==> src/rtl/seg_load_pkg.sv <==
package seg_load_pkg;
  localparam logic [7:0] VEC_NP = 8'd11;
  localparam logic [7:0] VEC_SS = 8'd12;
  localparam logic [7:0] VEC_GP = 8'd13;

  typedef struct packed {
    logic capture;
    logic descLatch;
    logic commitEn;
    logic faultEn;
  } ctrlStrobe_t;

  typedef struct packed {
    logic isNull;
    logic preFault;
    logic anyFault;
  } chkStatus_t;

  typedef enum logic [1:0] {
    ST_IDLE  = 2'd0,
    ST_PRE   = 2'd1,
    ST_FETCH = 2'd2,
    ST_EVAL  = 2'd3
  } loadState_t;
endpackage

==> src/rtl/seg_load_ctrl.sv <==
module seg_load_ctrl
  import seg_load_pkg::*;
(
  input  logic        clk,
  input  logic        rstN,
  input  logic        start,
  input  logic        memAck,
  input  chkStatus_t  status,
  output logic        memReq,
  output ctrlStrobe_t strobe
);
  loadState_t state, stateNext;

  always_ff @(posedge clk) begin
    if (!rstN) state <= ST_IDLE;
    else       state <= stateNext;
  end

  always_comb begin
    stateNext = state;
    strobe    = '0;
    case (state)
      ST_IDLE: begin
        if (start) begin
          strobe.capture = 1'b1;
          stateNext      = ST_PRE;
        end
      end
      ST_PRE: begin
        if (status.preFault) begin
          strobe.faultEn = 1'b1;
          stateNext      = ST_IDLE;
        end else if (status.isNull) begin
          strobe.commitEn = 1'b1;
          stateNext       = ST_IDLE;
        end else begin
          stateNext = ST_FETCH;
        end
      end
      ST_FETCH: begin
        if (memAck) begin
          strobe.descLatch = 1'b1;
          stateNext        = ST_EVAL;
        end
      end
      ST_EVAL: begin
        if (status.anyFault) strobe.faultEn  = 1'b1;
        else                 strobe.commitEn = 1'b1;
        stateNext = ST_IDLE;
      end
      default: stateNext = ST_IDLE;
    endcase
  end

  assign memReq = (state == ST_FETCH);

  // an outstanding request stays up until it is acknowledged
  a_r1_req_hold: assert property (@(posedge clk) disable iff (!rstN)
    memReq && !memAck |=> memReq);

  // no result is produced while a fetch is still pending
  a_r9_no_result_in_fetch: assert property (@(posedge clk) disable iff (!rstN)
    (strobe.faultEn || strobe.commitEn) |-> !memReq);

  // a fresh load is only captured while idle
  a_r9_busy_ignored: assert property (@(posedge clk) disable iff (!rstN)
    memReq |-> !strobe.capture);

  // a selector that fails the early checks is never fetched
  a_r2_prefault_no_fetch: assert property (@(posedge clk) disable iff (!rstN)
    (state == ST_PRE) && status.preFault |=> !memReq);
endmodule

==> src/rtl/seg_load_dp.sv <==
module seg_load_dp
  import seg_load_pkg::*;
#(
  parameter int SEL_W  = 16,
  parameter int ADDR_W = 32,
  parameter int TLIM_W = 16,
  parameter int DESC_W = 64,
  parameter int ATTR_W = 12
) (
  input  logic              clk,
  input  logic              rstN,
  input  ctrlStrobe_t       strobe,
  input  logic [SEL_W-1:0]  selIn,
  input  logic              stackLoad,
  input  logic [1:0]        curPriv,
  input  logic [ADDR_W-1:0] globBase,
  input  logic [TLIM_W-1:0] globLimit,
  input  logic [ADDR_W-1:0] locBase,
  input  logic [TLIM_W-1:0] locLimit,
  input  logic [DESC_W-1:0] memData,
  output logic [ADDR_W-1:0] memAddr,
  output chkStatus_t        status,
  output logic              done,
  output logic              faultValid,
  output logic [7:0]        faultVector,
  output logic [SEL_W-1:0]  faultCode,
  output logic              commitValid,
  output logic [SEL_W-1:0]  shadowSel,
  output logic [ADDR_W-1:0] shadowBase,
  output logic [31:0]       shadowLimit,
  output logic [ATTR_W-1:0] shadowAttr
);
  localparam int CMP_W = (TLIM_W > SEL_W) ? TLIM_W : SEL_W;

  logic [SEL_W-1:0]  selQ;
  logic              stackQ;
  logic [1:0]        cplQ;
  logic [ADDR_W-1:0] tBaseQ;
  logic [TLIM_W-1:0] tLimQ;
  logic [DESC_W-1:0] descQ;

  always_ff @(posedge clk) begin
    if (!rstN) begin
      selQ   <= '0;
      stackQ <= 1'b0;
      cplQ   <= '0;
      tBaseQ <= '0;
      tLimQ  <= '0;
      descQ  <= '0;
    end else begin
      if (strobe.capture) begin
        selQ   <= selIn;
        stackQ <= stackLoad;
        cplQ   <= curPriv;
        tBaseQ <= selIn[2] ? locBase  : globBase;
        tLimQ  <= selIn[2] ? locLimit : globLimit;
      end
      if (strobe.descLatch) descQ <= memData;
    end
  end

  // selector fields
  logic [SEL_W-1:0] byteOffset;
  logic [SEL_W-1:0] maskCode;
  logic [1:0]       rpl;
  logic             isNull;
  logic             outOfBounds;

  assign byteOffset  = {selQ[SEL_W-1:3], 3'b000};
  assign maskCode    = {selQ[SEL_W-1:2], 2'b00};
  assign rpl         = selQ[1:0];
  assign isNull      = (selQ[SEL_W-1:2] == '0);
  assign outOfBounds = CMP_W'(byteOffset) > CMP_W'(tLimQ);
  assign memAddr     = tBaseQ + ADDR_W'(byteOffset);

  // descriptor fields
  logic [7:0]  acc;
  logic [3:0]  flagNib;
  logic [1:0]  dpl;
  logic        present, nonSys, isExec, confDown, readWrite;
  logic [19:0] lim20;
  logic [31:0] effLimit;
  logic [31:0] descBase;

  assign acc       = descQ[47:40];
  assign flagNib   = descQ[55:52];
  assign present   = acc[7];
  assign dpl       = acc[6:5];
  assign nonSys    = acc[4];
  assign isExec    = acc[3];
  assign confDown  = acc[2];
  assign readWrite = acc[1];
  assign lim20     = {descQ[51:48], descQ[15:0]};
  assign effLimit  = flagNib[3] ? {lim20, 12'hFFF} : {12'h000, lim20};
  assign descBase  = {descQ[63:56], descQ[39:16]};

  // prioritized fault chain
  logic             chkFault;
  logic [7:0]       chkVec;
  logic [SEL_W-1:0] chkCode;

  always_comb begin
    chkFault = 1'b0;
    chkVec   = VEC_GP;
    chkCode  = maskCode;
    if (isNull) begin
      if (stackQ) begin
        chkFault = 1'b1;
        chkCode  = '0;
      end
    end else if (outOfBounds) begin
      chkFault = 1'b1;
    end else if (stackQ) begin
      if (rpl != cplQ)                            chkFault = 1'b1;
      else if (!(nonSys && !isExec && readWrite)) chkFault = 1'b1;
      else if (dpl != cplQ)                       chkFault = 1'b1;
      else if (!present) begin
        chkFault = 1'b1;
        chkVec   = VEC_SS;
      end
    end else begin
      if (!nonSys || (isExec && !readWrite)) chkFault = 1'b1;
      else if ((!isExec || !confDown) && ((rpl > dpl) || (cplQ > dpl)))
        chkFault = 1'b1;
      else if (!present) begin
        chkFault = 1'b1;
        chkVec   = VEC_NP;
      end
    end
  end

  assign status.isNull   = isNull;
  assign status.preFault = isNull ? stackQ : outOfBounds;
  assign status.anyFault = chkFault;

  // result and shadow registers
  always_ff @(posedge clk) begin
    if (!rstN) begin
      done        <= 1'b0;
      faultValid  <= 1'b0;
      commitValid <= 1'b0;
      faultVector <= '0;
      faultCode   <= '0;
      shadowSel   <= '0;
      shadowBase  <= '0;
      shadowLimit <= '0;
      shadowAttr  <= '0;
    end else begin
      done        <= strobe.faultEn | strobe.commitEn;
      faultValid  <= strobe.faultEn;
      commitValid <= strobe.commitEn;
      if (strobe.faultEn) begin
        faultVector <= chkVec;
        faultCode   <= chkCode;
      end
      if (strobe.commitEn) begin
        shadowSel <= selQ;
        if (isNull) begin
          shadowBase  <= '0;
          shadowLimit <= '0;
          shadowAttr  <= '0;
        end else begin
          shadowBase  <= ADDR_W'(descBase);
          shadowLimit <= effLimit;
          shadowAttr  <= ATTR_W'({flagNib, acc});
        end
      end
    end
  end

  // one outcome per completion
  a_r9_single_outcome: assert property (@(posedge clk) disable iff (!rstN)
    done |-> $onehot({faultValid, commitValid}));

  // a fault leaves the shadow register untouched
  a_r9_shadow_hold: assert property (@(posedge clk) disable iff (!rstN)
    faultValid |-> $stable(shadowSel) && $stable(shadowBase) &&
                   $stable(shadowLimit) && $stable(shadowAttr));

  // a page-granular commit always ends in a full page of limit
  a_r8_gran_fill: assert property (@(posedge clk) disable iff (!rstN)
    commitValid && shadowAttr[ATTR_W-1] |-> shadowLimit[11:0] == 12'hFFF);

  // the stack fault vector is only reported for stack loads
  a_r4_ss_vector: assert property (@(posedge clk) disable iff (!rstN)
    faultValid && faultVector == VEC_SS |-> stackQ);

  // the not-present vector is only reported for data loads
  a_r7_np_vector: assert property (@(posedge clk) disable iff (!rstN)
    faultValid && faultVector == VEC_NP |-> !stackQ);
endmodule

==> src/rtl/seg_load_check.sv <==
module seg_load_check
  import seg_load_pkg::*;
#(
  parameter int SEL_W  = 16,
  parameter int ADDR_W = 32,
  parameter int TLIM_W = 16,
  parameter int DESC_W = 64,
  parameter int ATTR_W = 12
) (
  input  logic              clk,
  input  logic              rstN,
  input  logic              start,
  input  logic [SEL_W-1:0]  selIn,
  input  logic              stackLoad,
  input  logic [1:0]        curPriv,
  input  logic [ADDR_W-1:0] globBase,
  input  logic [TLIM_W-1:0] globLimit,
  input  logic [ADDR_W-1:0] locBase,
  input  logic [TLIM_W-1:0] locLimit,
  output logic              memReq,
  output logic [ADDR_W-1:0] memAddr,
  input  logic              memAck,
  input  logic [DESC_W-1:0] memData,
  output logic              done,
  output logic              faultValid,
  output logic [7:0]        faultVector,
  output logic [SEL_W-1:0]  faultCode,
  output logic              commitValid,
  output logic [SEL_W-1:0]  shadowSel,
  output logic [ADDR_W-1:0] shadowBase,
  output logic [31:0]       shadowLimit,
  output logic [ATTR_W-1:0] shadowAttr
);
  ctrlStrobe_t strobe;
  chkStatus_t  status;

  seg_load_ctrl u_ctrl (
    .clk    (clk),
    .rstN   (rstN),
    .start  (start),
    .memAck (memAck),
    .status (status),
    .memReq (memReq),
    .strobe (strobe)
  );

  seg_load_dp #(
    .SEL_W (SEL_W),
    .ADDR_W(ADDR_W),
    .TLIM_W(TLIM_W),
    .DESC_W(DESC_W),
    .ATTR_W(ATTR_W)
  ) u_dp (
    .clk        (clk),
    .rstN       (rstN),
    .strobe     (strobe),
    .selIn      (selIn),
    .stackLoad  (stackLoad),
    .curPriv    (curPriv),
    .globBase   (globBase),
    .globLimit  (globLimit),
    .locBase    (locBase),
    .locLimit   (locLimit),
    .memData    (memData),
    .memAddr    (memAddr),
    .status     (status),
    .done       (done),
    .faultValid (faultValid),
    .faultVector(faultVector),
    .faultCode  (faultCode),
    .commitValid(commitValid),
    .shadowSel  (shadowSel),
    .shadowBase (shadowBase),
    .shadowLimit(shadowLimit),
    .shadowAttr (shadowAttr)
  );
endmodule

==> config.mk <==
export PLATFORM = sky130hd
export DESIGN_NAME = seg_load_check
export DESIGN_NICKNAME = d
export VERILOG_FILES = /design/src/rtl/seg_load_pkg.sv /design/src/rtl/seg_load_ctrl.sv /design/src/rtl/seg_load_dp.sv /design/src/rtl/seg_load_check.sv
export SDC_FILE = /design/constraint.sdc
export NUM_CORES = 1
export LEC_CHECK = 0
export ABC_AREA = 1
export BUFFER_PORTS_ARGS = -buffer_cell sky130_fd_sc_hd__buf_2
export CORE_UTILIZATION = 52
export DETAILED_ROUTE_END_ITERATION = 8
export GPL_ROUTABILITY_DRIVEN = 0
export PLACE_DENSITY_LB_ADDON = 0.2
export SLEW_MARGIN = 5
export SYNTH_ARGS = -nofsm -noshare
export SYNTH_HDL_FRONTEND = slang
export SYNTH_SLANG_ARGS = --single-unit
==> constraint.sdc <==
create_clock -name clk -period 2.5 [get_ports clk]
set_clock_uncertainty 0.05 [all_clocks]
set_input_delay 0.125 -clock clk [delete_from_list [all_inputs] [get_ports clk]]
set_output_delay 0.125 -clock clk [all_outputs]
set_load 0.005 [all_outputs]
* After elaboration in Yosys (flattened, before gate mapping)
Index checks and enable logic that the tools add are counted.
** Storage, ports and cells
- Output and inout bits :: 152
- Register bits after elaboration :: 252
- Word-level logic and storage cells :: 86
- Input bits :: 183
** Cells by class
- Reductions and logical operators :: 14
- Order comparisons :: 3
- Add/sub/neg operators :: 1
- Eq/ne operators :: 7
- Multiplexer cells :: 44
- Bitwise operators :: 1
** Operators with widths (count)
- 2-to-1 mux 32 bit :: 4
- 2-to-1 mux 8 bit :: 8
- 2-to-1 mux 16 bit :: 3
- adder 32 x 16 -> 32 bit :: 1
- 2-to-1 mux 1 bit :: 21
- greater-than comparator 16 bit :: 1
- logical NOT 14 bit :: 1
- 2-to-1 mux 12 bit :: 1
- 2-to-1 mux 2 bit :: 4
- case mux 2 bit (4 select lines) :: 1
- == test 2 bit (second input constant) :: 2
- greater-than comparator 2 bit :: 2
- logical AND 1 bit :: 4
- logical NOT 1 bit :: 4
- != test 2 bit :: 2
- case mux 2 bit (2 select lines) :: 1
- logical OR 1 bit :: 3
- 2-to-1 mux 3 bit :: 1
- == test 2 x 1 -> 1 bit (second input constant) :: 1
- logical NOT 2 bit :: 1
- != test 2 x 1 -> 1 bit (second input constant) :: 1
- != test 2 bit (second input constant) :: 1
- AND reduction 2 bit :: 1
- OR 1 bit :: 1

* Longest topological paths before layout
Gate-level depths: netlist of the first run.
- Word-level depth :: 11
- Gate-level depth with buffers :: 18
- Mapped depth without buffers :: 17

* Modules after synthesis
Synthesis of the first run repeated with hierarchy kept, for this count alone.
** Second synthesis, totals
- Cells, all modules :: 1545
- Area, all modules :: 11162.0 um^2
** By module, submodules not included
- seg_load_dp :: cells each 1522, area each 11029.3 um^2, sequential area each 4884.7 um^2, instances 1
- seg_load_ctrl :: cells each 23, area each 132.6 um^2, sequential area each 40.0 um^2, instances 1

* Worst setup path before layout of the first run
OpenSTA, ideal clock, no wires.
- Path kind :: register to output
- Start point :: reg u_dp.selQ[3]
- End point :: out memAddr[27]
- Data arrival time :: 2064 ps
- Stages on the path, launching flop included :: 10
- Slack :: 261 ps
- Required time :: 2325 ps
- Cell sequence :: dfxtp_1 ha_1 inv_1 fa_1 o21ai_0 a21oi_1 o21ai_0 nand2_1 o21ai_0 xor2_1
** On the way
- Longest elaborated chain between the ends :: 1
** RTL lines
- start, declared :: line seg_load_dp.sv:35 : logic [SEL_W-1:0] selQ;
- start signal, assigned :: line seg_load_dp.sv:52 : selQ <= selIn;
- adder 32 x 16 -> 32 bit :: line seg_load_dp.sv:74 : assign memAddr = tBaseQ + ADDR_W'(byteOffset);
- end, declared :: line seg_load_check.sv:21 : output logic [ADDR_W-1:0] memAddr,
Every way passes these cells.

* Worst setup path after layout of the first run
- Start point :: reg u_dp.tBaseQ[3]
- End point :: out memAddr[15]
** On the way
- Longest elaborated chain between the ends :: 1
** RTL lines
- start, declared :: line seg_load_dp.sv:38 : logic [ADDR_W-1:0] tBaseQ;
- start signal, assigned :: line seg_load_dp.sv:55 : tBaseQ <= selIn[2] ? locBase : globBase;
- adder 32 x 16 -> 32 bit :: line seg_load_dp.sv:74
Every way passes these cells.

==> results of run 1 <==
-- routing by layer --
layer / vias to the layer above / share of wire (%)
met5: - / 0
met4: 0 / 6.6
met3: 242 / 8.3
met2: 807 / 47
met1: 5900 / 38
li1: 6011 / -
-- critical path: cells and delay by family (launching register included) --
kind / cells / cell delay [ns]
compound gates: 4 / 0.53
fa+ha+maj: 2 / 0.52
buf+inv: 4 / 0.46
flops: 1 / 0.37
xor+xnor: 1 / 0.17
-- final timing paths --
check	start	end	slack [ns]	cells past startpoint
setup / recovery	u_dp.tBaseQ[3]	memAddr[15]	-0.27	11
hold / removal	globLimit[4]	u_dp.tLimQ[4]	0.02	5
setup reg to reg	u_dp.selQ[6]	u_dp.shadowLimit[22]	0.16	15
hold reg to reg	u_dp.shadowSel[5]	u_dp.shadowSel[5]	0.39	2
-- cells in the final DEF, fill, tap and decap left out, types with 43 or more instances in the layout --
master           n
a21oi_1        199
buf_2          327
buf_4           43
dfxtp_1        229
dlygate4sd3_1  179
inv_1          141
nand2_1        318
nand3_1         90
nand4_1         72
nor2_1         113
o21ai_0        115
-- area by class of cell --
| type | instances | area, µm² |
|---|---|---|
| clock buffers | 40 | 823 |
| clock inverters | 8 | 82.6 |
| multi-input cells | 1041 | 5560 |
| fillers | 1424 | 4660 |
| well taps | 275 | 344 |
| diodes | 2 | 5.00 |
| inverters | 145 | 544 |
| repair buffers | 561 | 3960 |
| flip-flops and latches | 246 | 4970 |
-- power by group --
group,total (mW),leakage (nW),switching [mW],internal [mW]
clock network,4.00,0.450,1.63,2.37
registers,4.37,2.01,0.220,4.15
logic,2.23,5.29,1.24,0.986
total,10.6,7.75,3.10,7.51
-- logic make-up after synthesis --
logic type,after synthesis
AO/OA/AOI/OAI,339
XOR/XNOR,26
adder cells (fa/ha/maj),31
buffers and inverters,255
flip-flops,246
other,1
AND/OR/NAND/NOR,639
-- registers in the layout, summed over array words and instances (netlist names), named ones only --
name / cells
u_dp.cplQ: 2
u_dp.faultValid: 1
u_dp.faultCode: 14
u_dp.tLimQ: 16
u_dp.faultVector: 4
u_dp.stackQ: 1
u_dp.shadowAttr: 12
u_dp.commitValid: 1
u_dp.shadowLimit: 32
u_dp.descQ: 64
u_dp.done: 1
u_dp.tBaseQ: 32
u_dp.selQ: 16
u_dp.shadowBase: 32
u_ctrl.state: 1
u_dp.shadowSel: 16
-- stage by stage --
step | setup TNS (ns) | area [µm²] | setup slack [ns]
floorplan | 0 | 11100 | 0.261
global placement | 0 | 12900 | 0.0664
detailed placement | -0.0442 | 12900 | -0.0260
CTS | -1.31 | 16000 | -0.176
global route | -4.62 | 16300 | -0.307
finish | -2.09 | 16300 | -0.272
-- cell usage after synthesis (all sizes together) --
cell    number  area share [%]
a211oi       1           0.068
a21boi       1           0.068
a21o         3            0.20
a21oi      208             9.4
a31oi        1           0.056
and3         1           0.056
buf         29             2.1
clkbuf      81             2.7
clkinv       1           0.034
conb         1           0.034
dfxtp      246              44
fa           1            0.18
ha          30             3.4
inv        144             4.9
nand2      334              11
nand2b       1           0.056
nand3       93             4.2
nand3b       7            0.47
nand4       72             4.1
nor2       118             4.0
nor3         9            0.41
nor4         2            0.11
o211ai       1           0.068
o21ai      122             5.5
o21bai       2            0.14
or2          2            0.11
xnor2        9            0.71
xor2        17             1.3
-- repair_timing --
| action | in CTS | in global routing |
|---|---|---|
| hold buffers | 179 | 0 |
| setup buffers | 6 | 14 |
| endpoints found under the setup margin | 22 | 63 |
| gates cloned | 0 | 1 |
| pin swaps | 17 | 27 |
| resized for setup | 71 | 48 |
| endpoints found under the hold margin | 135 | 0 |
==> flow_metrics.tcl, run 1 <==
set metrics [dict create \
    grtUsageMet2_pct 56.6 \
    highest_clock_rate_mhz 361 \
    synthToLayoutAreaGrowth_pct 46.7 \
    muxShareOfSynthArea_pct 0 \
    grt_util_all_layers_pct 33.5 \
    post-dp-hpwl_mm 22.0 \
    vdd_ir_drop_max_mv 0.530 \
    nets 2235 \
    critPathLaunchType "flop" \
    row_count 53 \
    tritoncts "yes" \
    drt_pre_antenna_iters 8 \
    place_inst 2068 \
    detailroute.via_count 13000 \
    clock_pin_transition_on_the_worst_setup_and_hold_timing_paths_ns 0.07 \
    slew_headroom_pct 37.0 \
    initialDrtViolationCount 1080 \
    slowest_cell_on_the_critical_path "dfxtp_2" \
    final_layout_worst_hold_slack_ns 0.0209 \
    drcViolationCount 0 \
    cellPowerDensity_nw_per_um2 651 \
    gr-max-usage-layer "met2" \
    setup_viol 15 \
    postSynthRegisterBits 246 \
    final_antenna_net_count 0 \
    die_area_um2 21900 \
    hold_class "in -> reg" \
    post_drt_via_cell_ratio 5.59 \
    numCtsBuffers 26 \
    max_slew.worst_pin.slew_ns 0.945 \
    area_of_the_placeable_core_um2 21000 \
    violations_in_the_final_reports "negative setup slack" \
    boundaryPins 335 \
    initial_cell_density_of_the_core_pct 53.0 \
    clockRootBuffer "clkbuf_16" \
    layout_worst_path_cycle_share_pct 111 \
    ordered_cell_list_for_the_critical_path "ha_4, inv_2, fa_2, o21ai_4, a21oi_4, o21ai_2, buf_6, buf_4, a21oi_1, xnor2_1, buf_2" \
    fraction_of_layout_instances_using_a_drive_strength_above_1_pct 24.8 \
    report.final.slew_viol_count 0 \
    timing.critical_path.required_ns 2.33 \
    wire_length_of_the_first_global_routing_pass_mm 59.7 \
    synth_compound_area_share_pct 15.5 \
    overflow 0 \
    timing.max_cap.violations 0 \
    run_status "finished, violations left" \
    die_x_um 148 \
    cts-root-to-sink-buffers 3 \
    hold_violations 0 \
    final_design_utilization_pct 77.8 \
    drt-total-wl_mm 39.9 \
    synth_simple_gate_area_share_pct 24.8 \
    antenna_found_initial 2 \
    grt_max_degree 106 \
    postSynthAreaPerCell_um2 7.22 \
    grt_use_met3_pct 5.67 \
    grtUsageMet1_pct 40.0 \
    crit_path_max_incr_delay_ns 0.37 \
    crit_path_max_fanout 3 \
    cellLeakagePower_nw 7.75 \
    critical_path.endpoint_type "output pin" \
    finalPower_mw 10.6 \
    rsz_0062_raised_after_global_routing "true" \
    synth.distinct_cells 34 \
    wire_per_inst_um 17.2 \
    largest_family_of_logic_cells_by_synthesized_area "simple AND/OR/NAND/NOR gates" \
    finalCriticalPeriod_ns 2.77 \
    mappedNetlistArea_um2 11100 \
    layout.cells.non_filler 2318 \
    adder_cell_share_of_the_synthesized_area_pct 3.56 \
    port_buffer_cells 328 \
    ys_seq_area_share_pct 44.4 \
    critical_path_arrival_ns 2.60 \
    grt_pass1_vias 12300 \
    post_synth_xor_area_fraction_pct 2.05 \
    criticalPathCategory "reg -> out" \
    clk_latency_ns 0.53 \
    synth-warning-count 0 \
    cts_sinks 246 \
    die_height_um 148 \
    cts_max_level 1 \
    final_ws_setup_ns -0.272 \
    postSynthCellCount 1537 \
]
(Power assumes the default switching activity.)
==> inputs of run 2 (changes only) <==
--- a/config.mk
+++ b/config.mk
@@ -14,4 +14,6 @@
 export SLEW_MARGIN = 5
 export SYNTH_ARGS = -nofsm -noshare
 export SYNTH_HDL_FRONTEND = slang
+export SYNTH_HIERARCHICAL = 1
 export SYNTH_SLANG_ARGS = --single-unit
+export TNS_END_PERCENT = 5
==> run 2 against run 1 <==
The run still ends with negative setup slack left. Sequential cell count unchanged. Sequential share of layout area shrank 0.10 points. Critical path type unchanged. Final area is 0.51% lower. Largest power group unchanged. Register-to-register slack lost 0.11 ns. Via count is 3.8% lower. Utilization decreased by 0.64 points. Critical endpoint is now memAddr[25].
==> flow_metrics.tcl, run 2 <==
set metrics [dict create \
    run_status "finished, violations left" \
    violations_in_the_final_reports "negative setup slack" \
    post_synth_main_area_contributors "dfxtp_1, nand2_1, nand3_1, a21oi_1, o21ai_0" \
    criticalPathCategory "reg -> out" \
    postSynthAreaPerCell_um2 7.22 \
    post-dp-hpwl_mm 23.0 \
    ys_seq_area_share_pct 44.1 \
    die_area_um2 22100 \
    synthToLayoutAreaGrowth_pct 45.2 \
    cellLeakagePower_nw 7.72 \
    grt_pass1_vias 11800 \
    place_inst 2085 \
    mappedNetlistArea_um2 11200 \
    vdd_ir_drop_max_mv 0.669 \
    cellPowerDensity_nw_per_um2 656 \
    slew_headroom_pct 56.4 \
    hold_class "in -> reg" \
    final_design_utilization_pct 77.1 \
    fraction_of_layout_instances_using_a_drive_strength_above_1_pct 25.2 \
    reg2reg_slack_ns 0.05 \
    report.final.slew_viol_count 0 \
    synth.cells.most_frequent "nand2_1, dfxtp_1, nor2_1" \
    cts_sinks 246 \
    synth_flop_cell "dfxtp_1" \
    final_layout_worst_hold_slack_ns 0.0411 \
    timing.max_cap.violations 0 \
    final_ws_setup_ns -0.206 \
    p_seq_share_pct 41.3 \
    detailroute.via_count 12500 \
    hold_violations 0 \
    tritoncts "yes" \
    timing.critical_path.required_ns 2.33 \
    clockRootBuffer "clkbuf_16" \
    setup_viol 16 \
    clock_pin_transition_on_the_worst_setup_and_hold_timing_paths_ns 0.06 \
    final_cell_mix "buf_2, nand2_1, dfxtp_1" \
    area_of_the_placeable_core_um2 21000 \
    fill_cells 1454 \
    p_int_mw 7.59 \
    overflow 0 \
    swShare_pct 28.6 \
    antenna_cells_inserted 0 \
    die_x_um 149 \
    postSynthRegisterBits 246 \
    layout_worst_path_cycle_share_pct 108 \
    drt-total-wl_mm 38.5 \
    timing.setup.tns_ns -1.91 \
    grt_max_degree 114 \
    initialDrtViolationCount 802 \
    critical_path.endpoint_type "output pin" \
    antenna_found_initial 0 \
    place_ws_ns -0.0599 \
    finalPower_mw 10.6 \
    finalCriticalPeriod_ns 2.71 \
    drcViolationCount 0 \
    post-synth-top-count-cell "nand2_1" \
    die_height_um 149 \
    grt_util_all_layers_pct 32.9 \
    initial_cell_density_of_the_core_pct 53.1 \
    crit_path_max_fanout 6 \
    final_antenna_net_count 0 \
    synth_top_cell_by_area "dfxtp_1" \
    port_buffer_cells 328 \
    postLayoutCellArea_um2 16200 \
    drt_pre_antenna_iters 6 \
    combinationalPowerShare_pct 20.6 \
    place_area_um2 13100 \
    clk_latency_ns 0.54 \
    synth.distinct_cells 36 \
    layout_commonest_cell "buf_2" \
    layout.cells.non_filler 2322 \
    wire_per_inst_um 16.6 \
    numCtsBuffers 27 \
    postSynthCellCount 1545 \
    synth_enable_flop_cells 0 \
    synth-warning-count 6 \
    critPathLaunchType "flop" \
    post_drt_via_cell_ratio 5.37 \
    number_of_flip_flops_in_the_largest_register 64 \
    rsz_0062_raised_after_global_routing "true" \
    critical_path_arrival_ns 2.53 \
    regMostFlops "u_dp/descQ" \
    max_slew.worst_pin.slew_ns 0.652 \
    cts_max_level 1 \
    p_sw_mw 3.03 \
    row_count 53 \
    power.share.clock_pct 38.1 \
    wire_length_of_the_first_global_routing_pass_mm 58.4 \
    nets 2241 \
    boundaryPins 335 \
    synthDominantCellAreaShare_pct 44.1 \
    postSynth.asyncResetShare_pct 0 \
    cts-root-to-sink-buffers 3 \
    highest_clock_rate_mhz 370 \
]
[run 2: cell count changes in the layout (fill, tap and decap cells not counted), moves of 8 or more]
cell	before	now
nand4_1	72	3
a31oi_1	0	12
o2111ai_1	0	8
dfxtp_4	10	0
nand2_2	10	20
buf_4	43	33
a21oi_1	199	122
o211ai_1	1	48
nand3_1	90	130
inv_2	3	11
dfxtp_1	229	243
a21oi_2	5	14
nor2_1	113	150
[run 2: final timing paths]
kind,start,endpoint,depth (start not counted)
setup / recovery,u_dp/selQ[3],memAddr[25],14
hold / removal,rstN,u_dp/descQ[45],3
setup reg to reg,u_dp/tLimQ[7],u_dp/shadowBase[16],13
hold reg to reg,u_dp/faultVector[3],u_dp/faultVector[3],2
[run 2: cell families after synthesis]
group | count (synthesis) | share of synthesized area [%]
other | 1 | 0.0336
adders and majority gates | 31 | 3.54
AOI/OAI and AO/OA | 331 | 16.4
xor gates and xnor gates | 17 | 1.33
buffers and inverters | 256 | 9.44
DFF | 246 | 44.1
and+or+nand+nor | 663 | 25.1
[run 2: power by group through the flow]
stage | clock [mW] | combinational [mW] | sequential, mW
finish | 4.04 | 2.19 | 4.39
global route | 4.26 | 2.38 | 4.41
floorplan | 0 | 1.04 | 4.41
CTS | 4.09 | 2.03 | 4.37
global placement | 0 | 1.66 | 4.45
detailed placement | 0 | 1.69 | 4.45
[run 2: worst max-delay path: stages (launching register included)]
cell	delay, ns
dfxtp_2	0.33
buf_6	0.10
ha_4	0.13
inv_2	0.04
fa_2	0.34
nand3b_1	0.22
nand2_2	0.17
nand2_2	0.07
nand2_2	0.08
nand2_2	0.07
nand3_4	0.11
nand2_2	0.07
nand2_1	0.06
nand2_1	0.05
buf_2	0.12
[run 2: layer usage]
layer,vias up,track usage [%],wire length [µm]
li1,6002,-,-
met1,5764,37.2,14400
met2,576,59.0,19400
met3,124,6.75,3050
met4,0,15.5,1690
met5,-,0,0
[run 2: repair_timing]
item,CTS,global route
setup endpoints to repair,88,127
buffers inserted,5,3
gates resized for setup,31,54
hold endpoints to repair,131,0
pin swaps,8,15
hold buffers,180,0
[run 2: final cells by class]
type / instances / area (µm²) / share of cell area, %
Timing Repair Buffer: 554 / 3910 / 24.1
Inverter: 150 / 567 / 3.50
Clock inverter: 10 / 96.3 / 0.594
Multi-Input combinational cell: 1048 / 5530 / 34.1
Clock buffer: 39 / 831 / 5.13
Sequential cell: 246 / 4930 / 30.4
Tap cell: 275 / 344 / 2.12
